<file path="config.mk">
export PLATFORM = sky130hd
export DESIGN_NAME = tls_junction_seq
export DESIGN_NICKNAME = d
export VERILOG_FILES = /design/src/rtl/tls_pkg.sv /design/src/rtl/tls_cycle_counter.sv /design/src/rtl/tls_phase_decode.sv /design/src/rtl/tls_lamp_encode.sv /design/src/rtl/tls_junction_seq.sv
export SDC_FILE = /design/constraint.sdc
export NUM_CORES = 1
export LEC_CHECK = 0
export BUFFER_PORTS_ARGS = -buffer_cell sky130_fd_sc_hd__buf_2
export CORE_AREA = 4 4 41 43
export CTS_BUF_LIST = sky130_fd_sc_hd__clkbuf_4 sky130_fd_sc_hd__clkbuf_8
export DETAILED_ROUTE_END_ITERATION = 8
export DIE_AREA = 0 0 45 47
export PLACE_DENSITY = 0.65
export SLEW_MARGIN = 0
export SYNTH_ARGS = -nofsm -noshare
export SYNTH_HDL_FRONTEND = slang
export SYNTH_SLANG_ARGS = --single-unit
</file>
<file path="constraint.sdc">
create_clock -name clk -period 1.5 [get_ports clk]
set_clock_uncertainty 0.05 [all_clocks]
set_input_delay 0.225 -clock clk [delete_from_list [all_inputs] [get_ports clk]]
set_output_delay 0.225 -clock clk [all_outputs]
set_load 0.05 [all_outputs]
</file>
<file path="src/rtl/tls_pkg.sv">
package tls_pkg;

  localparam int LAMP_W = 3;

  typedef enum logic [1:0] {
    PH_REST       = 2'd0,
    PH_MAIN_AMBER = 2'd1,
    PH_SIDE_GREEN = 2'd2,
    PH_SIDE_AMBER = 2'd3
  } phase_e;

  // lamp bit positions: [2]=red [1]=amber [0]=green
  localparam logic [LAMP_W-1:0] LAMP_RED   = 3'b100;
  localparam logic [LAMP_W-1:0] LAMP_AMBER = 3'b010;
  localparam logic [LAMP_W-1:0] LAMP_GREEN = 3'b001;

  // Phase from count: counts [0, main_amber_end] are main amber,
  // (main_amber_end, side_green_end] are side green, the rest side amber.
  function automatic phase_e phase_of(input logic running,
                                      input int unsigned cnt,
                                      input int unsigned main_amber_end,
                                      input int unsigned side_green_end);
    if (!running)                     return PH_REST;
    else if (cnt <= main_amber_end)   return PH_MAIN_AMBER;
    else if (cnt <= side_green_end)   return PH_SIDE_GREEN;
    else                              return PH_SIDE_AMBER;
  endfunction

  function automatic logic [LAMP_W-1:0] main_lamp_of(input phase_e ph);
    case (ph)
      PH_REST:       return LAMP_GREEN;
      PH_MAIN_AMBER: return LAMP_AMBER;
      default:       return LAMP_RED;
    endcase
  endfunction

  function automatic logic [LAMP_W-1:0] side_lamp_of(input phase_e ph);
    case (ph)
      PH_SIDE_GREEN: return LAMP_GREEN;
      PH_SIDE_AMBER: return LAMP_AMBER;
      default:       return LAMP_RED;
    endcase
  endfunction

endpackage

</file>
<file path="src/rtl/tls_cycle_counter.sv">
module tls_cycle_counter #(
  parameter int CNT_W    = 7,
  parameter int LAST_CNT = 53
) (
  input  logic             clk,
  input  logic             rst_n,
  input  logic             trigger,
  output logic             running,
  output logic [CNT_W-1:0] count,
  output logic             start_evt,
  output logic             wrap_evt
);

  localparam logic [CNT_W-1:0] LAST_V = CNT_W'(LAST_CNT);

  assign start_evt = !running && trigger;
  assign wrap_evt  = running && (count == LAST_V);

  always_ff @(posedge clk or negedge rst_n) begin
    if (!rst_n) begin
      running <= 1'b0;
      count   <= '0;
    end else if (wrap_evt) begin
      running <= 1'b0;
      count   <= '0;
    end else if (running) begin
      count   <= count + 1'b1;
    end else if (start_evt) begin
      running <= 1'b1;
    end
  end

endmodule

</file>
<file path="src/rtl/tls_phase_decode.sv">
module tls_phase_decode
  import tls_pkg::*;
#(
  parameter int CNT_W          = 7,
  parameter int MAIN_AMBER_END = 3,
  parameter int SIDE_GREEN_END = 49
) (
  input  logic             running,
  input  logic [CNT_W-1:0] count,
  output phase_e           phase
);

  always_comb begin
    phase = phase_of(running, int'(unsigned'(count)),
                     MAIN_AMBER_END, SIDE_GREEN_END);
  end

endmodule

</file>
<file path="src/rtl/tls_lamp_encode.sv">
module tls_lamp_encode
  import tls_pkg::*;
(
  input  phase_e            phase,
  output logic [LAMP_W-1:0] main_lamp,
  output logic [LAMP_W-1:0] side_lamp
);

  always_comb begin
    main_lamp = main_lamp_of(phase);
    side_lamp = side_lamp_of(phase);
  end

endmodule

</file>
<file path="src/rtl/tls_junction_seq.sv">
module tls_junction_seq
  import tls_pkg::*;
#(
  parameter int CNT_W          = 7,
  parameter int MAIN_AMBER_LEN = 4,
  parameter int SIDE_AMBER_LEN = 4,
  parameter int LAST_CNT       = 53
) (
  input  logic       clk,
  input  logic       rst_n,
  input  logic       veh_sense,
  output logic [2:0] main_lamp,
  output logic [2:0] side_lamp
);

  localparam int MAIN_AMBER_END = MAIN_AMBER_LEN - 1;
  localparam int SIDE_GREEN_END = LAST_CNT - SIDE_AMBER_LEN;

  logic             cyc_running;
  logic [CNT_W-1:0] cyc_count;
  logic             cyc_start;
  logic             cyc_wrap;
  phase_e           cur_phase;

  tls_cycle_counter #(
    .CNT_W    (CNT_W),
    .LAST_CNT (LAST_CNT)
  ) u_counter (
    .clk       (clk),
    .rst_n     (rst_n),
    .trigger   (veh_sense),
    .running   (cyc_running),
    .count     (cyc_count),
    .start_evt (cyc_start),
    .wrap_evt  (cyc_wrap)
  );

  tls_phase_decode #(
    .CNT_W          (CNT_W),
    .MAIN_AMBER_END (MAIN_AMBER_END),
    .SIDE_GREEN_END (SIDE_GREEN_END)
  ) u_decode (
    .running (cyc_running),
    .count   (cyc_count),
    .phase   (cur_phase)
  );

  tls_lamp_encode u_lamps (
    .phase     (cur_phase),
    .main_lamp (main_lamp),
    .side_lamp (side_lamp)
  );

endmodule

</file>
==> out/qor.yml, run 1 <==
power:
  peakVddDrop_v: 0.00126
  leakage_nw: 0.399
  clockPowerShare_pct: 7.9
  intPower_mw: 1.17
  p_per_area_nw_per_um2: 2520
  p_sw_share_pct: 44.7
  pwr-share-seq_pct: 18.5
  finalPower_mw: 2.11
  comb_power_share_pct: 73.7
  p_sw_mw: 0.944
global_routing:
  grtUsageMet3_pct: 5.75
  grt_pass1_wl_um: 2140
  track_usage_pct: 15.2
  grt_max_degree: 9
  grt_pass1_vias: 459
  top_usage_layer: "met2"
  antenna_found_initial: 0
  grt.overflow.total: 0
  grt_use_met1_pct: 15.7
  use_met2_pct: 25.7
flow_run:
  maxCapViolCount: 0
floorplanning:
  die_x_um: 45
  dieArea_um2: 2120
  core_area_um2: 1300
  io_pins: 9
  die_h_um: 47
  initial_core_util_pct: 36.8
  rows: 13
clocking:
  htree_levels: 1
  cts-buffers-inserted: 3
  cts_tree: "built"
  cts.clk_slew.worst_paths_ps: 50
  clock_path_buffers: 2
  clock_latency_ps: 260
  clkSinkCount: 8
  cts-root-buf: "clkbuf_4"
setup_path:
  crit_buf_inv: 1
  worstPathCellList: "ha_2, and3b_1, or4_4, nor2_4, buf_8"
  cp.required_ps: 1220
  critPathSlowestCell: "or4_4"
  critical_path_arrival_ps: 1770
  crit_fanout: 3
  cpLargestDelayFamily: "simple AND/OR/NAND/NOR gates"
  start_kind: "flop"
  worstSetupPathType: "reg2out"
  cp-end-kind: "output pin"
  critical-path-max-stage-delay_ps: 490
drt:
  drtAntennaViolNets: 0
  vias: 501
  post_drt_wl_per_cell_um: 13.9
  drc: 0
  first_pass_iters: 4
  drt_iter0_drc: 9
  vias_per_cell: 5.16
  drt_wl_total_um: 1350
synthesis:
  syn_nets: 56
  synth_area_per_cell_um2: 9.40
  syn_area_um2: 479
  yosys_warnings: 0
  ys_ff_latch: 8
  ys_types: 25
  seq_area_frac_synth_pct: 41.8
  syn_inst: 51
placed_design:
  port-buffer-count: 8
  hpwlAfterDp_um: 897
  pre_cts_slack_ps: -378
  place_congestion: 0.759
timing:
  fmax_mhz: 490
  layout_setup_ws_ps: -541
  final_max_slew_viol_count: 0
  report.final.setup_viol: 8
  min_period_ps: 2040
  worst_pin_slew_ps: 399
  whs_ps: 144
  rsz0062_at_grt: "yes"
  finalCritPeriodShare_pct: 136
  setup_tns_ps: -2550
  slew_headroom_pct: 73.3
  hold_violations: 0
status:
  outcome: "complete, but fails checks"
  violations: "setup timing"
finish:
  diodes: 0
  drive_gt1_share_pct: 57.3
  final_util_pct: 64.3
  area_growth_pct: 74.7
  nets: 89
hold_path:
  min_path_type: "in2reg"
## synth_stat cells, drive strengths merged
| cell | count | area share (%) |
|---|---|---|
| nand4 | 1 | 1.3 |
| nand4bb | 1 | 2.3 |
| nor3 | 1 | 1.0 |
| ha | 2 | 5.2 |
| o311ai | 1 | 1.8 |
| or4 | 1 | 1.6 |
| xor2 | 2 | 3.7 |
| o41ai | 1 | 3.4 |
| dfrtp | 8 | 42 |
| xnor2 | 1 | 1.8 |
| a21oi | 1 | 1.0 |
| nand2b | 3 | 3.9 |
| or3 | 1 | 2.3 |
| a31oi | 2 | 2.6 |
| nand2 | 3 | 2.3 |
| a2bb2o | 1 | 2.1 |
| and3b | 1 | 1.8 |
| and4 | 1 | 1.8 |
| o21ai | 2 | 2.1 |
| o21bai | 1 | 1.6 |
| buf | 1 | 1.0 |
| and3 | 2 | 2.6 |
| o22ai | 1 | 1.3 |
| nor2 | 7 | 5.5 |
| inv | 5 | 3.9 |
## cell usage in the layout (no fill, tap or decap)
| cell type | n |
|---|---|
| and4_1 | 1 |
| nor2_4 | 1 |
| buf_8 | 2 |
| dfrtp_1 | 7 |
| a31oi_1 | 2 |
| nand4_1 | 1 |
| nand2_1 | 3 |
| dlygate4sd3_1 | 1 |
| nor2_1 | 6 |
| o21bai_4 | 1 |
| o311ai_2 | 1 |
| o41ai_4 | 1 |
| o22ai_1 | 1 |
| and3b_1 | 1 |
| buf_4 | 20 |
| or4_4 | 1 |
| inv_2 | 3 |
| dfrtp_2 | 1 |
| nand2b_1 | 3 |
| buf_2 | 2 |
| nor3_2 | 1 |
| ha_4 | 1 |
| o21ai_1 | 2 |
| a21oi_2 | 1 |
| buf_6 | 4 |
| a2bb2o_1 | 1 |
| ha_2 | 1 |
| and3_4 | 2 |
| xor2_1 | 2 |
| or3_4 | 1 |
| clkbuf_4 | 3 |
| inv_1 | 2 |
| xnor2_1 | 1 |
| nand4bb_1 | 1 |
## through the flow
stage	area (um2)	std cells
finish	837	97
global route	837	97
CTS	783	95
detailed placement	691	90
global placement	691	90
floorplan	509	51
## layout make-up
cell class / count / area, um2
fill: 110 / 464
multi-input combinational: 37 / 330
timing repair buffer: 29 / 245
sequential: 8 / 201
clock buffer: 3 / 22.5
inverter: 5 / 18.8
tap: 15 / 18.8
## power by group through the flow
stage	Combinational (mW)	Clock, mW	Sequential (mW)
floorplan	0.722	0	0.429
global placement	1.21	0	0.385
detailed placement	1.22	0	0.386
CTS	1.40	0.177	0.384
global route	1.66	0.190	0.406
finish	1.55	0.166	0.389
## worst reg2reg max path, cell delays in order (launching register included)
cell	delay [ps]
dfrtp_1	400
buf_4	160
ha_4	160
buf_4	120
buf_4	120
inv_2	80
a2bb2o_1	290
a31oi_1	150
## registers in the layout (all words and copies together), names as in the netlist
register / flops
u_counter.running: 1
u_counter.count: 7
## worst paths after layout
| kind | start | endpoint | slack, ps | cells past startpoint |
|---|---|---|---|---|
| min | veh_sense | u_counter.running | 140 | 3 |
| min in group asynchronous | rst_n | u_counter.count[4] | 280 | 2 |
| max in group asynchronous | rst_n | u_counter.running | 920 | 2 |
| max | u_counter.count[0] | main_lamp[1] | -540 | 5 |
| max reg2reg | u_counter.count[0] | u_counter.count[5] | -110 | 7 |
| min reg2reg | u_counter.count[6] | u_counter.count[6] | 520 | 2 |
## metal layers
metal | vias up | part of all wire, %
met5 | - | 0
met4 | 0 | 0.74
met3 | 2 | 5.9
met2 | 17 | 53
met1 | 237 | 40
li1 | 245 | -
## cells by family after synthesis
group / after synthesis / share of synthesized area, %
buf+inv: 6 / 4.96
fa+ha+maj: 2 / 5.22
simple gates: 22 / 26.6
xor+xnor: 3 / 5.48
compound gates: 10 / 15.9
flops: 8 / 41.8
## timing repair
action                                  in CTS  in global routing
pin swaps                                    4                  5
hold buffers                                 1                  0
gates resized for setup                     16                  9
setup buffers                                1                  2
endpoints found under the setup margin       9                 13
hold endpoints to repair                     8                  0
Note: power is estimated with default switching activity, not from simulation.
==> inputs of run 2 (changes only) <==
- ABC_AREA: default -> 1
- PLACE_DENSITY: 0.65 -> 0.67
==> out/qor.yml, run 2 <==
floorplanning:
  die_x_um: 45  # unchanged
  die_h_um: 47  # unchanged
  rows: 13  # unchanged
  dieArea_um2: 2120  # unchanged
  io_pins: 9  # unchanged
  core_area_um2: 1300  # unchanged
  initial_core_util_pct: 38.6  # was 36.8%
finish:
  drive_gt1_share_pct: 46.7  # was 57.3%
  reg_top3: "u_counter.count (7), u_counter.running (1)"  # unchanged
  largest_reg_flops: 7  # unchanged
  fin_cells: 107  # was 97
  area_growth_pct: 53.6  # was 74.7%
  top_register: "u_counter.count"  # unchanged
  fin_area_um2: 771  # was 837 um2
  diodes: 0  # unchanged
  nets: 99  # was 89
  mostFrequentLayoutCells: "11 x nor2_1, 11 x buf_4, 8 x nand2_1, 8 x dfrtp_1, 6 x inv_1"  # was 20 x buf_4, 7 x dfrtp_1, 6 x nor2_1
setup_path:
  critical-path-max-stage-delay_ps: 400  # was 490 ps
  worstPathCellList: "ha_2, inv_2, nand3_2, nand2_2, nor2_4, nor2_4, nand2_2, clkinvlp_4, buf_8"  # was ha_2, and3b_1, or4_4, nor2_4, buf_8
  worstSetupPathType: "reg2out"  # unchanged
  crit_buf_inv: 3  # was 1
  cpLargestDelayFamily: "flip-flops"  # was simple AND/OR/NAND/NOR gates
  cp-end-kind: "output pin"  # unchanged
  critPathSlowestCell: "dfrtp_1"  # was or4_4
  critical_path_arrival_ps: 1530  # was 1770 ps
  crit_fanout: 3  # unchanged
  start_kind: "flop"  # unchanged
  cp.required_ps: 1220  # about the same
timing:
  slew_headroom_pct: 83.5  # was 73.3%
  setup_tns_ps: -1090  # was -2550 ps
  hold_violations: 0  # unchanged
  worst_pin_slew_ps: 250  # was 399 ps
  layout_setup_ws_ps: -301  # was -541 ps
  rsz0062_at_grt: "yes"  # unchanged
  final_max_slew_viol_count: 0  # unchanged
  min_period_ps: 1800  # was 2040 ps
  finalCritPeriodShare_pct: 120  # was 136%
  whs_ps: 144  # about the same
  fmax_mhz: 555  # was 490 MHz
  report.final.setup_viol: 5  # was 8
synthesis:
  ys_top_cells_by_count: "15 x nor2_1, 11 x nand2_1, 9 x inv_1"  # was 8 x dfrtp_1, 7 x nor2_1, 5 x inv_1
  synthTopCellsByArea: "dfrtp_1 40%, nor2_1 11%, nand2_1 8.2%"  # was dfrtp_1 42%, nor2_1 5.5%, ha_1 5.2%
  synth_simple_gate_area_share_pct: 39.9  # was 26.6%
  synthMuxAreaShare_pct: 0  # unchanged
  syn_inst: 69  # was 51
  syn_nets: 74  # was 56
  ys_ff_latch: 8  # unchanged
  synth-edff-count: 0  # unchanged
  async_flop_share_pct: 100  # unchanged
  synth-xor-area-share_pct: 1.75  # was 5.48%
  synth.largest_area_cell: "dfrtp_1"  # unchanged
  syn_area_um2: 502  # was 479 um2
  yosys_warnings: 0  # unchanged
  synth_top_area_share_pct: 39.9  # was 41.8%
  synthAdderAreaFrac_pct: 4.99  # was 5.22%
  seq_area_frac_synth_pct: 39.9  # was 41.8%
  synth_compound_area_share_pct: 5.99  # was 15.9%
  synth-main-ff-cell: "dfrtp_1"  # unchanged
  synth_most_common_cell: "nor2_1"  # was dfrtp_1
  synth_top_family_by_area: "simple AND/OR/NAND/NOR gates"  # unchanged
  synth_area_per_cell_um2: 7.27  # was 9.40 um2
  ys_types: 15  # was 25
power:
  p_sw_share_pct: 48.3  # was 44.7%
  intPower_mw: 0.956  # was 1.17 mW
  finalPower_mw: 1.85  # was 2.11 mW
  comb_power_share_pct: 69.7  # was 73.7%
  pwr-share-seq_pct: 20.7  # was 18.5%
  peakVddDrop_v: 0.00130  # was 0.00126 V
  clockPowerShare_pct: 9.7  # was 7.9%
  leakage_nw: 0.379  # was 0.399 nW
  p_per_area_nw_per_um2: 2400  # was 2520 nW/um2
  p_sw_mw: 0.893  # was 0.944 mW
drt:
  drtAntennaViolNets: 0  # unchanged
  vias: 510  # was 501
  vias_per_cell: 4.77  # was 5.16
  wl_met2_um: 637  # was 718 um
  drt-met1-wl_um: 572  # was 536 um
  drt_wl_total_um: 1270  # was 1350 um
  met3RoutedLength_um: 43  # was 80 um
  drc: 0  # unchanged
  post_drt_wl_per_cell_um: 11.9  # was 13.9 um
  first_pass_iters: 4  # unchanged
  drt_iter0_drc: 6  # was 9
  highest_layer: "met4"  # unchanged
status:
  violations: "setup timing"  # unchanged
  outcome: "complete, but fails checks"  # unchanged
global_routing:
  grt_max_degree: 9  # unchanged
  antenna_found_initial: 0  # unchanged
  grt_pass1_wl_um: 2100  # was 2140 um
  grt.overflow.total: 0  # unchanged
  track_usage_pct: 14.3  # was 15.2%
  grt_pass1_vias: 502  # was 459
placed_design:
  hpwlAfterDp_um: 911  # was 897 um
  port-buffer-count: 8  # unchanged
  placed_area_um2: 667  # was 691 um2
  place_congestion: 0.829  # was 0.759
  dp_cells: 102  # was 90
clocking:
  clkSinkCount: 8  # unchanged
  clock_latency_ps: 270  # was 260 ps
  htree_levels: 1  # unchanged
  cts-root-buf: "clkbuf_4"  # unchanged
  cts-buffers-inserted: 3  # unchanged
  clock_path_buffers: 2  # unchanged
  cts_tree: "built"  # unchanged
  cts.clk_slew.worst_paths_ps: 60  # was 50 ps
hold_path:
  min_path_type: "in2reg"  # unchanged
flow_run:
  maxCapViolCount: 0  # unchanged
[run 2: cell types whose count changed after synthesis, moves of 3 or more]
| cell | change |
|---|---|
| inv_1 | +4 |
| a21oi_1 | +3 |
| nor3_1 | +3 |
| nand3_1 | +7 |
| nand2_1 | +8 |
| nor2_1 | +8 |
| nand2b_1 | -3 |
[run 2: power groups by stage]
stage          logic [mW]  registers (mW)  clock network, mW
6_report             1.29           0.383              0.179
5_1_grt              1.41           0.394              0.193
4_1_cts              1.24           0.377              0.184
3_5_place_dp         1.09           0.379                  0
3_3_place_gp         1.08           0.374                  0
2_1_floorplan       0.720           0.408                  0
[run 2: final cells by class]
class,instances,area [um2]
timing repair buffer,20,171
multi-input combinational,51,317
inverter,10,41.3
sequential,8,200
tap,15,18.8
fill,118,531
clock buffer,3,22.5
[run 2: cell families (layout without fill, tap and decap cells)]
group / Yosys count / after routing
xor+xnor: 1 / 1
compound gates: 6 / 6
fa+ha+maj: 2 / 2
buf+inv: 10 / 33
simple gates: 42 / 42
flops: 8 / 8
[run 2: timing repair]
item | CTS | global route
endpoints found under the setup margin | 5 | 6
gates resized for setup | 14 | 6
buffers inserted | 1 | 0
hold endpoints to repair | 8 | 0
hold buffers | 1 | 0
pin swaps | 5 | 0
[run 2: per-layer routing]
| metal | GRT usage (%) | up-vias |
|---|---|---|
| met1 | 16.4 | 234 |
| met3 | 4.60 | 2 |
| met5 | 0 | - |
| met2 | 24.9 | 6 |
| met4 | 5.26 | 0 |
| li1 | - | 268 |
[run 2: worst paths after layout]
path                                    start            endpoint  slack [ps]  depth (start not counted)
max                        u_counter.count[0]        side_lamp[0]        -300                          9
min                                 veh_sense   u_counter.running         140                          3
max reg2reg                u_counter.count[0]  u_counter.count[6]          80                          8
min reg2reg                u_counter.count[6]  u_counter.count[6]         500                          2
max in group asynchronous               rst_n   u_counter.running         950                          2
min in group asynchronous               rst_n  u_counter.count[6]         270                          2
[run 2: through the flow]
step	worst slack [ps]	utilization [%]
4_1_cts	-263	58.0
3_5_place_dp	-89.9	51.2
2_1_floorplan	-279	-
3_3_place_gp	-55.3	51.2
5_1_grt	-379	59.2
6_report	-301	59.2
[run 2: worst reg2reg max path: stages, from the launching register on]
cell and delay, ps:
dfrtp_1 380, ha_2 200, inv_2 40, buf_4 120, buf_4 130, nor2_4 150, nand2_2 70, xor2_1 120
inv_1 50
